**config.mk**
```make
export PLATFORM = sky130hd
export DESIGN_NAME = warp_coalescer
export DESIGN_NICKNAME = d
export VERILOG_FILES = /design/src/rtl/coal_pkg.sv /design/src/rtl/coal_lane_store.sv /design/src/rtl/coal_pick.sv /design/src/rtl/coal_ctrl.sv /design/src/rtl/warp_coalescer.sv
export SDC_FILE = /design/constraint.sdc
export NUM_CORES = 2
export LEC_CHECK = 0
export ABC_CLOCK_PERIOD_IN_PS = 7500
export BUFFER_PORTS_ARGS = -buffer_cell sky130_fd_sc_hd__buf_4
export CELL_PAD_IN_SITES_DETAIL_PLACEMENT = 1
export CELL_PAD_IN_SITES_GLOBAL_PLACEMENT = 1
export CORE_AREA = 2 2 528 530
export CTS_CLUSTER_DIAMETER = 60
export DETAILED_ROUTE_END_ITERATION = 8
export DIE_AREA = 0 0 530 532
export GPL_TIMING_DRIVEN = 0
export PLACE_DENSITY = 0.52
export SYNTH_ARGS = -nofsm -noshare
export SYNTH_HDL_FRONTEND = slang
export SYNTH_HIERARCHICAL = 1
export SYNTH_SLANG_ARGS = --single-unit
```
**constraint.sdc**
```tcl
create_clock -name clk -period 7.5 [get_ports clk]
set_input_delay 0 -clock clk [delete_from_list [all_inputs] [get_ports clk]]
set_output_delay 0 -clock clk [all_outputs]
set_load 0.03 [all_outputs]
```
**src/rtl/coal_pkg.sv**
```systemverilog
package coal_pkg;
    typedef enum logic [1:0] {
        ST_IDLE  = 2'd0,
        ST_ISSUE = 2'd1,
        ST_DONE  = 2'd2
    } coal_state_e;
endpackage

```
**src/rtl/coal_lane_store.sv**
```systemverilog
module coal_lane_store #(
    parameter int LANES  = 32,
    parameter int ADDR_W = 32,
    parameter int OFF_W  = 7,
    localparam int LINE_W = ADDR_W - OFF_W
) (
    input  logic                             clk,
    input  logic                             rst_n,
    input  logic                             cap,
    input  logic [LANES*ADDR_W-1:0]          addr_in,
    input  logic [LANES-1:0]                 mask_in,
    input  logic [LANES-1:0]                 clear,
    output logic [LANES-1:0][LINE_W-1:0]     lines,
    output logic [LANES-1:0][OFF_W-1:0]      offs,
    output logic [LANES-1:0]                 pending
);
    // Per-lane storage of the captured line number and byte offset.
    for (genvar g = 0; g < LANES; g++) begin : g_lane
        always_ff @(posedge clk or negedge rst_n) begin
            if (!rst_n) begin
                lines[g] <= '0;
                offs[g]  <= '0;
            end else if (cap) begin
                lines[g] <= addr_in[g*ADDR_W+OFF_W +: LINE_W];
                offs[g]  <= addr_in[g*ADDR_W +: OFF_W];
            end
        end
    end

    // Lanes still waiting for a transaction.
    always_ff @(posedge clk or negedge rst_n) begin
        if (!rst_n)   pending <= '0;
        else if (cap) pending <= mask_in;
        else          pending <= pending & ~clear;
    end
endmodule

```
**src/rtl/coal_pick.sv**
```systemverilog
module coal_pick #(
    parameter int LANES  = 32,
    parameter int LINE_W = 25,
    localparam int SEL_W = $clog2(LANES)
) (
    input  logic [LANES-1:0][LINE_W-1:0] lines,
    input  logic [LANES-1:0]             pending,
    output logic [LINE_W-1:0]            lead_line,
    output logic [LANES-1:0]             match
);
    logic [SEL_W-1:0] sel;

    // Lowest-numbered pending lane leads the transaction.
    always_comb begin
        sel = '0;
        for (int i = LANES - 1; i >= 0; i--) begin
            if (pending[i]) sel = SEL_W'(i);
        end
    end

    assign lead_line = lines[sel];

    // Every pending lane sharing the leading line joins it.
    for (genvar g = 0; g < LANES; g++) begin : g_cmp
        assign match[g] = pending[g] && (lines[g] == lead_line);
    end
endmodule

```
**src/rtl/coal_ctrl.sv**
```systemverilog
module coal_ctrl
    import coal_pkg::*;
#(
    parameter int CNT_W = 6
) (
    input  logic             clk,
    input  logic             rst_n,
    input  logic             req_valid,
    input  logic             mask_any,
    input  logic             txn_ready,
    input  logic             more_left,
    output logic             req_ready,
    output logic             cap,
    output logic             txn_valid,
    output logic             fire,
    output logic             done,
    output logic [CNT_W-1:0] txn_count
);
    coal_state_e state, state_nx;

    // State register.
    always_ff @(posedge clk or negedge rst_n) begin
        if (!rst_n) state <= ST_IDLE;
        else        state <= state_nx;
    end

    // Transitions.
    always_comb begin
        state_nx = state;
        unique case (state)
            ST_IDLE:  if (req_valid) state_nx = mask_any ? ST_ISSUE : ST_DONE;
            ST_ISSUE: if (fire && !more_left) state_nx = ST_DONE;
            ST_DONE:  state_nx = ST_IDLE;
            default:  state_nx = ST_IDLE;
        endcase
    end

    // Outputs.
    always_comb begin
        req_ready = 1'b0;
        txn_valid = 1'b0;
        done      = 1'b0;
        unique case (state)
            ST_IDLE:  req_ready = 1'b1;
            ST_ISSUE: txn_valid = 1'b1;
            ST_DONE:  done      = 1'b1;
            default:  ;
        endcase
    end

    assign cap  = req_valid && req_ready;
    assign fire = txn_valid && txn_ready;

    always_ff @(posedge clk or negedge rst_n) begin
        if (!rst_n)    txn_count <= '0;
        else if (cap)  txn_count <= '0;
        else if (fire) txn_count <= txn_count + 1'b1;
    end
endmodule

```
**src/rtl/warp_coalescer.sv**
```systemverilog
module warp_coalescer #(
    parameter int LANES      = 32,
    parameter int ADDR_W     = 32,
    parameter int LINE_BYTES = 128,
    localparam int OFF_W     = $clog2(LINE_BYTES),
    localparam int LINE_W    = ADDR_W - OFF_W,
    localparam int CNT_W     = $clog2(LANES + 1)
) (
    input  logic                    clk,
    input  logic                    rst_n,
    input  logic                    req_valid,
    output logic                    req_ready,
    input  logic [LANES*ADDR_W-1:0] req_addr,
    input  logic [LANES-1:0]        req_mask,
    output logic                    txn_valid,
    input  logic                    txn_ready,
    output logic [LINE_W-1:0]       txn_line,
    output logic [LANES-1:0]        txn_lanes,
    output logic [LANES*OFF_W-1:0]  lane_offset,
    output logic                    done,
    output logic [CNT_W-1:0]        txn_count
);
    logic                          cap, fire, more_left;
    logic [LANES-1:0][LINE_W-1:0]  lines;
    logic [LANES-1:0][OFF_W-1:0]   offs;
    logic [LANES-1:0]              pending, match, clear;

    coal_lane_store #(.LANES(LANES), .ADDR_W(ADDR_W), .OFF_W(OFF_W)) u_store (
        .clk(clk), .rst_n(rst_n), .cap(cap), .addr_in(req_addr), .mask_in(req_mask),
        .clear(clear), .lines(lines), .offs(offs), .pending(pending)
    );

    coal_pick #(.LANES(LANES), .LINE_W(LINE_W)) u_pick (
        .lines(lines), .pending(pending), .lead_line(txn_line), .match(match)
    );

    coal_ctrl #(.CNT_W(CNT_W)) u_ctrl (
        .clk(clk), .rst_n(rst_n), .req_valid(req_valid), .mask_any(|req_mask),
        .txn_ready(txn_ready), .more_left(more_left), .req_ready(req_ready),
        .cap(cap), .txn_valid(txn_valid), .fire(fire), .done(done),
        .txn_count(txn_count)
    );

    assign clear       = fire ? match : '0;
    assign more_left   = |(pending & ~match);
    assign txn_lanes   = txn_valid ? match : '0;
    assign lane_offset = offs;
endmodule

```
-- Yosys cells after proc, flatten, opt, wreduce, memory -nomap -nowiden
Index checks and enable logic that the tools add are counted.
- add/subtract/negate cells: 1
- order comparisons: 1
- equal/unequal tests: 36
- mux-type cells: 46
- bitwise logic cells: 4
- reductions and logical operators: 41
- operators by type and width (cell ; number):
    25-bit equality test ; 32
    5-bit two-way mux ; 32
    25-bit binary-select mux with 5-bit select ; 1
    32-bit two-way mux ; 3
    32-bit AND ; 2
    32-bit NOT ; 2
    32-bit OR reduction ; 2
    1-bit logical AND ; 35
    25-bit two-way mux ; 1
    6-bit two-way mux ; 2
    6-bit by 1-bit adder with 6-bit output, second input constant ; 1
    5-bit by 6-bit < comparator with 1-bit output, second input constant ; 1
    2-bit two-way mux ; 3
    2-bit one-hot mux with 2 select lines ; 1
    1-bit two-way mux ; 3
    2-bit by 1-bit equality test with 1-bit output, second input constant ; 1
    2-bit equality test, second input constant ; 1
    2-bit zero test ; 1
    2-bit by 1-bit inequality test with 1-bit output, second input constant ; 1
    2-bit inequality test, second input constant ; 1
    2-bit AND reduction ; 1
    2-bit nonzero test ; 1
    1-bit zero test ; 1
- bits in registers: 1064
- input port bits: 1060
- logic and storage cells: 196

-- Logic depth before layout (Yosys ltp)
- depth in word-level cells: 43
- depth in mapped cells: 26
- mapped depth without buffers: 18

-- Hierarchy
The synthesis kept the hierarchy.
- modules (own cells, without submodules) (module ; times used ; cells each ; area an instance (um2) ; seq. area each (um2)):
    coal_lane_store ; 1 ; 2297 ; 40332.4 ; 26425.3
    coal_pick ; 1 ; 3008 ; 21597.0 ; 0.0
    warp_coalescer ; 1 ; 134 ; 749.5 ; 0.0
    coal_ctrl ; 1 ; 39 ; 405.4 ; 200.2

-- Worst setup path after synthesis
OpenSTA, ideal clock, no wires.
- kind: flip-flop to flip-flop
- from: reg u_store.pending[7]
- to: reg u_ctrl.state[0]
- library setup time: 0.121 ns
- arrival time: 5.166 ns
- data required time: 7.379 ns
- slack: 2.213 ns
- cell stages (with the launch flop): 24
- path through: dfrtp_1 nor2b_1 or4_4 a21o_1 and2_1 clkbuf_1 nand2_1 buf_2 buf_1 mux2_2 a221oi_1 nand4b_1 buf_2 buf_2 xnor2_1 nand2_1 nor4_1 o2111ai_1 nor4_1 o22ai_1 nor4_1 nand4_1 nand2b_1 a22o_1
- word-level cells in the longest chain between the ends: 19
- RTL lines (what ; line ; source):
    start, declared ; coal_lane_store.sv:15 ; output logic [LANES-1:0] pending
    start signal, assigned ; coal_lane_store.sv:33 ; else if (cap) pending <= mask_in;
    start signal, assigned ; coal_lane_store.sv:34 ; else pending <= pending & ~clear;
    5-bit two-way mux (8 in series) ; coal_pick.sv:17 ; if (pending[i]) sel = SEL_W'(i);
    25-bit binary-select mux with 5-bit select ; coal_pick.sv:21 ; assign lead_line = lines[sel];
    25-bit two-way mux (implied by the code) ; coal_pick.sv:21 ;
    named net txn_line[0] ; warp_coalescer.sv:17 ; output logic [LINE_W-1:0] txn_line,
    25-bit equality test ; coal_pick.sv:25 ; assign match[g] = pending[g] && (lines[g] == lead_line);
    1-bit logical AND ; coal_pick.sv:25 ;
    named net match[18] ; warp_coalescer.sv:26 ; logic [LANES-1:0] pending, match, clear;
    32-bit NOT ; warp_coalescer.sv:45 ; assign more_left = |(pending & ~match);
    32-bit AND ; warp_coalescer.sv:45 ;
    32-bit OR reduction ; warp_coalescer.sv:45 ;
    named net more_left ; warp_coalescer.sv:23 ; logic cap, fire, more_left;
    1-bit zero test ; coal_ctrl.sv:32 ; ST_ISSUE: if (fire && !more_left) state_nx = ST_DONE;
    1-bit logical AND ; coal_ctrl.sv:32 ;
    2-bit by 1-bit inequality test with 1-bit output (no line) ; - ;
    2-bit AND reduction (no line) ; - ;
    end signal, assigned ; coal_ctrl.sv:24 ; else state <= state_nx;
    end, declared ; coal_ctrl.sv:19 ; coal_state_e state, state_nx;
The timed path passes the listed nets, and every way through them passes these cells. The select of a mux whose other input is x is not followed.
A chain may end at the register's enable or synchronous reset.

-- Final worst setup path
- from: reg u_store.pending[13]
- to: out txn_lanes[27]
- word-level cells in the longest chain between the ends: 19
- RTL lines (what ; line ; source):
    5-bit two-way mux (14 in series) ; coal_pick.sv:17 ;
    25-bit binary-select mux with 5-bit select ; coal_pick.sv:21 ;
    25-bit two-way mux (implied by the code) ; coal_pick.sv:21 ;
    25-bit equality test ; coal_pick.sv:25 ;
    1-bit logical AND ; coal_pick.sv:25 ;
    named net match[27] ; warp_coalescer.sv:26 ;
    32-bit two-way mux ; warp_coalescer.sv:46 ; assign txn_lanes = txn_valid ? match : '0;
    end, declared ; warp_coalescer.sv:18 ; output logic [LANES-1:0] txn_lanes,
The timed path passes the listed nets, and every way through them passes these cells. The select of a mux whose other input is x is not followed.

==> impl_metrics.json <==
{
  "wl_met2_um": 265900,
  "netlist_top_cells_area": "dfrtp_1 (42%), mux2_2 (14%), xnor2_1 (8.0%), mux2_4 (6.8%), mux2i_1 (5.3%)",
  "clockBufferDepth": 4,
  "top_layer": "met5",
  "setup_tns_ns": -6.065,
  "drt_pre_antenna_iters": 7,
  "drcViolationCount": 0,
  "max_freq_ghz": 0.1279,
  "setup_violations": 31,
  "wl_met3_um": 66940,
  "cp_slowest_cell": "dfrtp_2",
  "synth_warnings": 6,
  "drive_gt1_share_pct": 36.82,
  "wire_per_inst_um": 47.47,
  "start_util_pct": 22.88,
  "num_rows": 193,
  "avgSynthCellArea_um2": 11.52,
  "io_buffers": 1349,
  "die_y_um": 532,
  "clk_latency_ns": 0.91,
  "synthCells": 5478,
  "path_clk_slew_ns": 0.06,
  "htreeDepth": 4,
  "crit_fanout": 11,
  "syn-cell-area_mm2": 0.06308,
  "worstMarginPinSlew_ns": 1.439,
  "worstSetupEndpointType": "primary output",
  "num_io_pins": 1350,
  "synth_edf_count": 0,
  "ys_ff_latch": 1064,
  "synth-seq-area-share_pct": 42.21,
  "cap_violations": 0,
  "grt_max_degree": 164,
  "route.final.wire_length_um": 623200,
  "synth_ff_type": "dfrtp_1",
  "cp.buffers_inverters": 9,
  "area_growth_pct": 73.47,
  "clock-sinks": 1064,
  "grt-ovfl-total": 0,
  "core_mm2": 0.2758,
  "antenna_left": 0,
  "fin_skew_ns": 0.09216,
  "cts_tree": "built",
  "antenna_found_initial": 128,
  "clockRootBuffer": "clkbuf_16",
  "critPathLaunchType": "register",
  "synthesis.nets": 6539,
  "fp.dieW_um": 530,
  "hold_viol": 1,
  "first_iter_violations": 8773,
  "synthArstFlopShare_pct": 100.0,
  "worst_slack_ns": -0.3191,
  "drv_slew": 0,
  "cpPeakStageDelay_ns": 0.70,
  "hp-class": "input pin to register",
  "first_global_vias": 73630,
  "fin_crit_ns": 7.819,
  "dp_hpwl_um": 465000,
  "path_cells": "nor2b_1 > o21bai_1 > a211oi_1 > or3_1 > buf_2 > nor2_4 > buf_8 > buf_12 > buf_8 > mux2i_1 > o21ai_1 > nor2_4 > buf_12 > buf_4 > buf_6 > xor2_1 > nor4_1 > o21ai_0 > nor4_4 > buf_6 > and2_1 > buf_4",
  "holdWs_ns": -0.004252,
  "critPathKind": "register to primary output",
  "place_congestion": 1.074,
  "final-seq-area_mm2": 0.02667,
  "synth_top_cell_area_share_pct": 42.21,
  "nFillCells": 29760,
  "avgViaCountPerCell": 5.426,
  "cts_buffers": 147,
  "violations": "negative hold slack, negative setup slack",
  "grtUsageTotal_pct": 42.91,
  "finalCritPeriodShare_pct": 104.3,
  "yosys.area.top_type": "dfrtp_1",
  "synth.most_common_cell": "dfrtp_1",
  "outcome": "finished with violations",
  "grt_pass1_wl_um": 787500,
  "yosys.cell_types.count": 91,
  "crit_arrival_ns": 7.82,
  "finalNetCount": 10280,
  "relSlewSlack_pct": 3.397,
  "critPathRequiredTime_ns": 7.50,
  "wl_met1_um": 248600,
  "multiInputGateArea_mm2": 0.03588,
  "ys_top_cells_by_count": "dfrtp_1 (1,064), mux2_2 (763), xnor2_1 (579)",
  "vias": 71220,
  "dieArea_mm2": 0.2820,
  "critPathTopFamily": "buffers and inverters"
}
-- area by class of cell --
cell class                      count  share of cell area (%)
Timing Repair Buffer             3601                   30.49
Buffer                            355                   3.115
Tap cell                         3705                   4.236
Clock buffer                      197                   3.782
Multi-Input combinational cell   3960                   32.79
Inverter                           94                  0.3224
Antenna cell                       92                  0.2104
Clock inverter                     59                  0.6814
Sequential cell                  1064                   24.37
-- kinds of logic after synthesis --
logic type               after synthesis  synth area share (%)
adder cells (fa/ha/maj)                1               0.01983
multiplexers                        1384                 25.80
buffers and inverters                454                 3.883
flip-flops                          1064                 42.21
XOR/XNOR                             932                 12.94
AO/OA/AOI/OAI                        613                 6.609
AND/OR/NAND/NOR                     1030                 8.544
-- per-stage QoR --
step / cell area, um2 / utilization, % / worst slack [ns] / hold WS [ns] / cells
2_1_floorplan: 63080 / - / 2.213 / -0.2956 / 5478
3_3_place_gp: 77850 / 28.23 / -7.618 / 0.2330 / 10530
3_5_place_dp: 79900 / 28.97 / -4.277 / -0.1274 / 10620
4_1_cts: 108600 / 39.39 / 0.001745 / 0.0006461 / 13020
5_1_grt: 109300 / 39.65 / -0.03110 / 0.002929 / 13090
6_report: 109400 / 39.68 / -0.3191 / -0.004252 / 13130
-- worst min-delay path, delay by kind of cell --
kind	cells	cell delay [ns]
buffers and inverters	2	0.67
muxes	1	0.13
-- layer usage --
metal,track usage [%],vias up
met5,0.7863,-
li1,-,27240
met3,15.20,1418
met1,53.53,37350
met4,22.43,53
met2,64.49,5168
-- sequential cells by signal, indices dropped and copies added, names as in the netlist --
name              flops
u_ctrl/state          2
u_store/lines       800
u_store/pending      32
u_store/offs        224
u_ctrl/txn_count      6
-- repair_timing --
action,in CTS,in global routing
setup buffers,71,16
hold buffers,2075,1
resized for setup,592,108
hold endpoints to repair,1419,1
pin swaps,43,21
endpoints found under the setup margin,89,33
-- final timing paths --
path | start | endpoint | slack, ns | cells after the start
hold reg to reg | u_ctrl/txn_count[5]$_DFFE_PN0P_ | u_ctrl/txn_count[5]$_DFFE_PN0P_ | 0.51 | 1
min in group asynchronous | rst_n | u_store/lines[275]$_DFFE_PN0P_ | 0.29 | 4
setup / recovery | u_store/pending[13]$_DFF_PN0_ | txn_lanes[27] | -0.32 | 22
hold / removal | req_addr[758] | u_store/lines[590]$_DFFE_PN0P_ | -0.004 | 3
max in group asynchronous | rst_n | u_store/lines[408]$_DFFE_PN0P_ | 4.42 | 7
setup reg to reg | u_store/pending[13]$_DFF_PN0_ | u_ctrl/state[0]$_DFFE_PN0P_ | -0.28 | 25
-- cell usage in the layout (no fill, tap or decap), drive strengths merged, types with 8 or more instances in the layout --
cell type / Yosys / routed
dlygate4sd3: 0 / 2075
o31ai: 8 / 8
inv: 94 / 107
o211ai: 32 / 32
nor3: 78 / 78
o2111ai: 32 / 32
nor2b: 12 / 12
clkbuf: 70 / 266
or3: 13 / 13
clkinv: 0 / 31
mux2i: 334 / 334
and2: 73 / 73
o21ai: 115 / 115
xor2: 353 / 353
nand3: 131 / 131
or2: 12 / 12
a32o: 10 / 10
a31oi: 17 / 17
xnor2: 579 / 579
diode: 0 / 92
mux2: 1047 / 1047
a21oi: 140 / 140
a211oi: 28 / 28
nor4: 125 / 125
and3: 14 / 14
o22ai: 73 / 73
nand2b: 43 / 43
dfrtp: 1064 / 1064
o221ai: 12 / 12
nand2: 304 / 304
buf: 290 / 1812
nor2: 96 / 96
nand4: 94 / 94
a22oi: 20 / 20
a2111oi: 31 / 31
or4: 18 / 18
a221oi: 23 / 23
bufinv: 0 / 11
Power is left out: the tool's default activity adds up to more than one toggle a clock period on the data nets, which glitch-free logic cannot reach.
